$ cat config.mk
export PLATFORM = sky130hd
export DESIGN_NAME = dual_phase_ser_tx
export DESIGN_NICKNAME = d
export VERILOG_FILES = /design/src/rtl/dpst_pkg.sv /design/src/rtl/dpst_edge.sv /design/src/rtl/dpst_seq.sv /design/src/rtl/dpst_shift.sv /design/src/rtl/dual_phase_ser_tx.sv
export SDC_FILE = /design/constraint.sdc
export NUM_CORES = 1
export LEC_CHECK = 0
export ABC_AREA = 1
export BUFFER_PORTS_ARGS = -buffer_cell sky130_fd_sc_hd__buf_2
export CAP_MARGIN = 10
export CORE_MARGIN = 10
export CORE_UTILIZATION = 52
export DETAILED_ROUTE_END_ITERATION = 7
export PLACE_DENSITY_LB_ADDON = 0.05
export SLEW_MARGIN = 30
export SYNTH_ARGS = -nofsm -noshare
export SYNTH_HDL_FRONTEND = slang
export SYNTH_SLANG_ARGS = --single-unit
export TNS_END_PERCENT = 1
$ cat constraint.sdc
create_clock -name clk -period 3 [get_ports clk]
set_input_delay 0.9 -clock clk [delete_from_list [all_inputs] [get_ports clk]]
set_output_delay 0.9 -clock clk [all_outputs]
set_load 0.005 [all_outputs]
$ cat src/rtl/dpst_pkg.sv
package dpst_pkg;

    localparam int FLEN_W = 7;   // per-phase word count field
    localparam int WLC_W  = 3;   // word-length code field
    localparam int BCNT_W = 6;   // bit counter, holds up to 32

    typedef enum logic [1:0] {
        ST_IDLE,
        ST_DELAY,
        ST_DATA
    } seq_state_e;

    typedef struct packed {
        logic              dual;
        logic              dly;
        logic [FLEN_W-1:0] len1;
        logic [FLEN_W-1:0] len2;
        logic [WLC_W-1:0]  wl1;
        logic [WLC_W-1:0]  wl2;
    } frame_cfg_t;

    function automatic logic [BCNT_W-1:0] wl_bits(input logic [WLC_W-1:0] code);
        case (code)
            3'd0:    return BCNT_W'(8);
            3'd1:    return BCNT_W'(12);
            3'd2:    return BCNT_W'(16);
            3'd3:    return BCNT_W'(20);
            3'd4:    return BCNT_W'(24);
            default: return BCNT_W'(32);
        endcase
    endfunction

endpackage

$ cat src/rtl/dpst_edge.sv
module dpst_edge (
    input  logic clk,
    input  logic rst,
    input  logic bclk,
    input  logic fsync,
    input  logic inv,
    output logic tick,
    output logic fs_start
);
    logic bclk_q;
    logic fs_last;

    always_ff @(posedge clk) begin
        bclk_q <= bclk;
    end

    assign tick     = inv ? (bclk & ~bclk_q) : (~bclk & bclk_q);
    assign fs_start = tick & fsync & ~fs_last;

    always_ff @(posedge clk) begin
        if (rst)       fs_last <= 1'b0;
        else if (tick) fs_last <= fsync;
    end
endmodule

$ cat src/rtl/dpst_seq.sv
module dpst_seq
    import dpst_pkg::*;
(
    input  logic              clk,
    input  logic              rst,
    input  logic              tick,
    input  logic              fs_start,
    input  frame_cfg_t        cfg,
    output logic              word_start,
    output logic              shift_en,
    output logic [BCNT_W-1:0] wl_now,
    output logic              restart
);
    seq_state_e        st;
    logic              phase;
    logic [FLEN_W-1:0] wcnt;
    logic [BCNT_W-1:0] bcnt;

    logic word_done, last_in_phase, more, nphase;

    always_comb begin
        word_done     = (st == ST_DATA) && (bcnt == '0);
        last_in_phase = (wcnt == (phase ? cfg.len2 : cfg.len1));
        more          = !last_in_phase || (!phase && cfg.dual);
        word_start    = tick && ((fs_start && !cfg.dly) ||
                                 (!fs_start && st == ST_DELAY) ||
                                 (!fs_start && word_done && more));
        if (fs_start || st == ST_DELAY) nphase = 1'b0;
        else if (!last_in_phase)        nphase = phase;
        else                            nphase = 1'b1;
        wl_now   = wl_bits(nphase ? cfg.wl2 : cfg.wl1);
        shift_en = tick && !fs_start && (st == ST_DATA) && (bcnt != '0);
        restart  = fs_start && (st != ST_IDLE);
    end

    always_ff @(posedge clk) begin
        if (rst) begin
            st    <= ST_IDLE;
            phase <= 1'b0;
            wcnt  <= '0;
            bcnt  <= '0;
        end else if (tick) begin
            if (fs_start) begin
                phase <= 1'b0;
                wcnt  <= '0;
                st    <= cfg.dly ? ST_DELAY : ST_DATA;
                bcnt  <= wl_now - 1'b1;
            end else begin
                case (st)
                    ST_DELAY: begin
                        st   <= ST_DATA;
                        bcnt <= wl_now - 1'b1;
                    end
                    ST_DATA: begin
                        if (bcnt != '0) begin
                            bcnt <= bcnt - 1'b1;
                        end else if (more) begin
                            wcnt  <= (nphase != phase) ? '0 : wcnt + 1'b1;
                            phase <= nphase;
                            bcnt  <= wl_now - 1'b1;
                        end else begin
                            st <= ST_IDLE;
                        end
                    end
                    default: st <= ST_IDLE;
                endcase
            end
        end
    end
endmodule

$ cat src/rtl/dpst_shift.sv
module dpst_shift
    import dpst_pkg::*;
#(
    parameter int W = 32
) (
    input  logic              clk,
    input  logic              rst,
    input  logic              tick,
    input  logic              load,
    input  logic              shift,
    input  logic [W-1:0]      data,
    input  logic [BCNT_W-1:0] wl,
    output logic              sd
);
    logic [W-1:0] sr;
    logic [W-1:0] aligned;

    assign aligned = data << (W - int'(wl));

    always_ff @(posedge clk) begin
        if (rst) begin
            sr <= '0;
            sd <= 1'b0;
        end else if (tick) begin
            if (load) begin
                sd <= aligned[W-1];
                sr <= aligned << 1;
            end else if (shift) begin
                sd <= sr[W-1];
                sr <= sr << 1;
            end else begin
                sd <= 1'b0;
            end
        end
    end
endmodule

$ cat src/rtl/dual_phase_ser_tx.sv
module dual_phase_ser_tx
    import dpst_pkg::*;
#(
    parameter int DATA_W = 32
) (
    input  logic              clk,
    input  logic              rst,
    input  logic              cfg_dual,
    input  logic              cfg_dly,
    input  logic              cfg_bclk_inv,
    input  logic [FLEN_W-1:0] cfg_len1,
    input  logic [FLEN_W-1:0] cfg_len2,
    input  logic [WLC_W-1:0]  cfg_wl1,
    input  logic [WLC_W-1:0]  cfg_wl2,
    input  logic              in_valid,
    output logic              in_ready,
    input  logic [DATA_W-1:0] in_data,
    input  logic              bclk,
    input  logic              fsync,
    output logic              sd,
    output logic              underrun,
    output logic              fs_err,
    input  logic              flag_clr
);
    frame_cfg_t        cfg;
    logic              tick, fs_start, word_start, shift_en, restart;
    logic [BCNT_W-1:0] wl_now;
    logic [DATA_W-1:0] picked;

    assign cfg = '{dual: cfg_dual, dly: cfg_dly, len1: cfg_len1, len2: cfg_len2,
                   wl1: cfg_wl1, wl2: cfg_wl2};

    dpst_edge u_edge (
        .clk(clk), .rst(rst), .bclk(bclk), .fsync(fsync), .inv(cfg_bclk_inv),
        .tick(tick), .fs_start(fs_start)
    );

    dpst_seq u_seq (
        .clk(clk), .rst(rst), .tick(tick), .fs_start(fs_start), .cfg(cfg),
        .word_start(word_start), .shift_en(shift_en), .wl_now(wl_now),
        .restart(restart)
    );

    assign picked = in_valid ? in_data : '0;

    dpst_shift #(.W(DATA_W)) u_shift (
        .clk(clk), .rst(rst), .tick(tick), .load(word_start), .shift(shift_en),
        .data(picked), .wl(wl_now), .sd(sd)
    );

    assign in_ready = word_start;

    always_ff @(posedge clk) begin
        if (rst) begin
            underrun <= 1'b0;
            fs_err   <= 1'b0;
        end else begin
            if (word_start && !in_valid) underrun <= 1'b1;
            else if (flag_clr)           underrun <= 1'b0;
            if (restart)                 fs_err   <= 1'b1;
            else if (flag_clr)           fs_err   <= 1'b0;
        end
    end
endmodule

==> impl_results.md <==
* Outcome: completed
* Overflow after GRT at 0
* Fin crit period at 2950 ps
* Most frequent cell after synthesis: nand2_1
* CP peak stage delay at 210 ps
* Clk_skew at 11.2 ps
* Leakage at 2.52 nW
* Synth unique cells at 33
* Die width at 108 um
* Avg Vias per Cell at 5.35
* # port buffers at 64
* Final hold slack at 468 ps
* DRT Wirelength at 12400 um
* Crit-path most repeated cell: inv_2
* Mapped Area at 4020 um2
* Row Count at 32
* Syn nets at 754
* Worst Reg-to-Reg Cells at 17
* CTS Buf Count at 5
* Share of total power in the clock network at 23.1%
* Buf/Inv on CP at 4
* Pwr/cell area at 378 nW/um2
* Number of global-route vias before repair at 4326
* Critical Path AT at 2050 ps
* H-Tree Level Count at 2
* WP depth at 11
* Pin slew with the least headroom to its limit at 526 ps
* Pins Over Slew Limit at 0
* FF+latch area at 1040 um2
* Placed Area at 4540 um2
* Setup CP Type: input port to output port
* Area leader, netlist: dfxtp_1
* Worst setup endpoint: in_ready
* Fillers at 774
* Sw Pwr at 0.645 mW
* Fmax at 0.339 GHz
* Final setup viols at 0
* Reg-to-reg endpoint: u_shift.sr[26]$_SDFFE_PP0P_
* Placer Congestion at 0.924
* Initial antenna violation count at 0
* DR pass1 iterations at 5
* Die Y at 108 um
* Slew HR at 64.9%
* Core ar. at 7610 um2
* Synth top area cells: dfxtp_1 (26%), nand2_1 (22%), nand3_1 (13%)
* Int Power at 1.15 mW
* Reg2reg setup slack at 410 ps
* CTS Buffer Depth at 2
* Tot GR Track Use at 20.8%
* IR drop worst, VDD at 0.000272 V
* CP Launch Point: bclk
* Die area at 11700 um2
* Hold_buf cts at 0
* I/O pin cnt at 65
* Sw Ratio at 35.9%
* Gate power share at 33.3%
* Layout cell share with drive strength beyond 1 at 20.6%
* Slowest stage cell, crit path: a21boi_2
* Final Cell Area at 4760 um2
* Pin count of the biggest net entering global routing at 37
* Area fraction of the dominant cell type after synthesis at 25.9%
* Crit path launch type: input port
* DRC errors left at 0
* Post-synth top flop: dfxtp_1
* Worst r2r src: u_seq.phase$_SDFFE_PP0P_
* CP Data Required Time at 2100 ps
* # clock sinks at 52
* Antenna-violating nets left at 0
* Period utilization at 98.3%
* CTS tree: yes
* Clk Latency, worst-skew pair at 320 ps
* Final Hold Vio Count at 0
* Synthesized flop and latch total at 52
* Mean Syn Cell Area at 5.82 um2
* Via Count at 4647
* First-pass GRT wire length at 20200 um
* Crit-path cells: buf_6 -> inv_2 -> nand2_2 -> nand2_4 -> nand3_4 -> nor2_4 -> inv_2 -> o21ai_2 -> a21boi_2 -> nor2_2 -> buf_2
* Crit end category: output port
* Max Cap Viol at 0
* CP max FO at 5
* Iteration-0 DRC Markers at 356
* Register area share after synthesis at 25.9%
* Multi-input gate area at 2530 um2
* Top post-synthesis cells by count: nand2_1 (239), nand3_1 (102), inv_1 (76), o21ai_0 (67), dfxtp_1 (52)
* # diodes at 0
* Wire per inst at 14.3 um
* Post-synth EDFFs at 0
* CTS Root Cell: clkbuf_8
* Yosys warns at 0
* Async S/R FF share, synth at 0%
* DP Wirelength at 9220 um
* Clock-pin slew on the worst setup and hold paths at 100 ps
* Sequential share of power at 43.7%
* Syn Inst Count at 691
* Layout area overhead at 18.2%
* Final-stage net count at 829
* Initial Util at 52.9%
* CP top delay family: simple AND/OR/NAND/NOR gates
* Tightest Hold Check Type: register to register
## worst min path at each step
stage / cells past startpoint / from / end / slack [ps]
2_1_floorplan: 1 / u_seq.bcnt[0]$_SDFFE_PP0P_ / u_seq.bcnt[0]$_SDFFE_PP0P_ / 430
3_3_place_gp: 1 / u_seq.bcnt[0]$_SDFFE_PP0P_ / u_seq.bcnt[0]$_SDFFE_PP0P_ / 450
3_5_place_dp: 1 / u_seq.bcnt[0]$_SDFFE_PP0P_ / u_seq.bcnt[0]$_SDFFE_PP0P_ / 450
4_1_cts: 1 / u_seq.bcnt[0]$_SDFFE_PP0P_ / u_seq.bcnt[0]$_SDFFE_PP0P_ / 470
5_1_grt: 1 / u_seq.bcnt[0]$_SDFFE_PP0P_ / u_seq.bcnt[0]$_SDFFE_PP0P_ / 490
6_report: 2 / fs_err$_SDFFE_PP0P_ / fs_err$_SDFFE_PP0P_ / 470
## repair_timing
action,in CTS,in global routing
buffers inserted,2,5
endpoints found under the setup margin,1,33
pin swaps,4,9
gates resized for setup,9,19
cloned,0,0
## placed cells by master, fill, tap and decap left out, drive strengths merged
cell / n
a211oi: 1
a21boi: 2
a21oi: 45
a22oi: 3
a31oi: 5
buf: 105
clkbuf: 6
clkinv: 1
clkinvlp: 1
dfxtp: 52
ha: 2
inv: 79
nand2: 246
nand3: 106
nand3b: 8
nand4: 1
nor2: 23
nor3: 3
nor3b: 2
o21ai: 68
or2: 6
xor2: 2
## cells by family (layout without fill, tap and decap cells)
| family | Yosys count | in the layout | share of synthesized area [%] |
|---|---|---|---|
| and+or+nand+nor | 395 | 395 | 43.7 |
| AOI/OAI and AO/OA | 124 | 124 | 16.2 |
| buffers and inverters | 116 | 192 | 13.1 |
| DFF | 52 | 52 | 25.9 |
| adders and majority gates | 2 | 2 | 0.622 |
| xor gates and xnor gates | 2 | 2 | 0.435 |
## per-layer routing
layer | vias to the layer above | GRT usage, % | routed length, um
met2 | 129 | 37.2 | 6210
met1 | 2125 | 24.7 | 5220
li1 | 2375 | - | -
met5 | - | 0 | 0
met4 | 0 | 5.44 | 242
met3 | 18 | 3.99 | 739
## flip-flops by register name, indices dropped and copies added, names as in the netlist
name            flops
u_shift.sd          1
u_seq.wcnt          7
underrun            1
fs_err              1
u_shift.sr         31
u_seq.st            2
u_edge.fs_last      1
u_seq.bcnt          6
u_seq.phase         1
u_edge.bclk_q       1
## tightest hold or removal path: cells and delay by family, from the launching register on
family | cells | cell delay, ps
flops | 1 | 320
compound gates | 1 | 50
simple gates | 1 | 60
## through the flow
| step | TNS, ps | instances | worst slack (ps) | total power, mW | util (%) |
|---|---|---|---|---|---|
| floorplan | 0 | 691 | 53.2 | 1.18 | - |
| global placement | -833 | 854 | -83.5 | 1.35 | 59.6 |
| detailed placement | -3700 | 854 | -186 | 1.36 | 59.6 |
| CTS | -14.2 | 864 | -14.2 | 1.78 | 61.3 |
| global route | -32.8 | 869 | -32.8 | 1.91 | 62.5 |
| finish | 0 | 869 | 52.4 | 1.80 | 62.5 |
## cell type report
| type | instances | area share, % |
|---|---|---|
| multi-input cells | 523 | 53.1 |
| inverters | 79 | 6.29 |
| clock inverters | 2 | 0.342 |
| repair buffers | 105 | 14.1 |
| clock buffers | 6 | 1.53 |
| flip-flops and latches | 52 | 21.9 |
| well taps | 102 | 2.68 |
## power groups by stage
stage | clock network [mW] | logic [mW] | registers, mW
floorplan | 0 | 0.388 | 0.789
global placement | 0 | 0.551 | 0.795
detailed placement | 0 | 0.559 | 0.797
CTS | 0.425 | 0.572 | 0.782
global route | 0.449 | 0.674 | 0.790
finish | 0.414 | 0.598 | 0.784
Power figures use the tool's default switching activity.
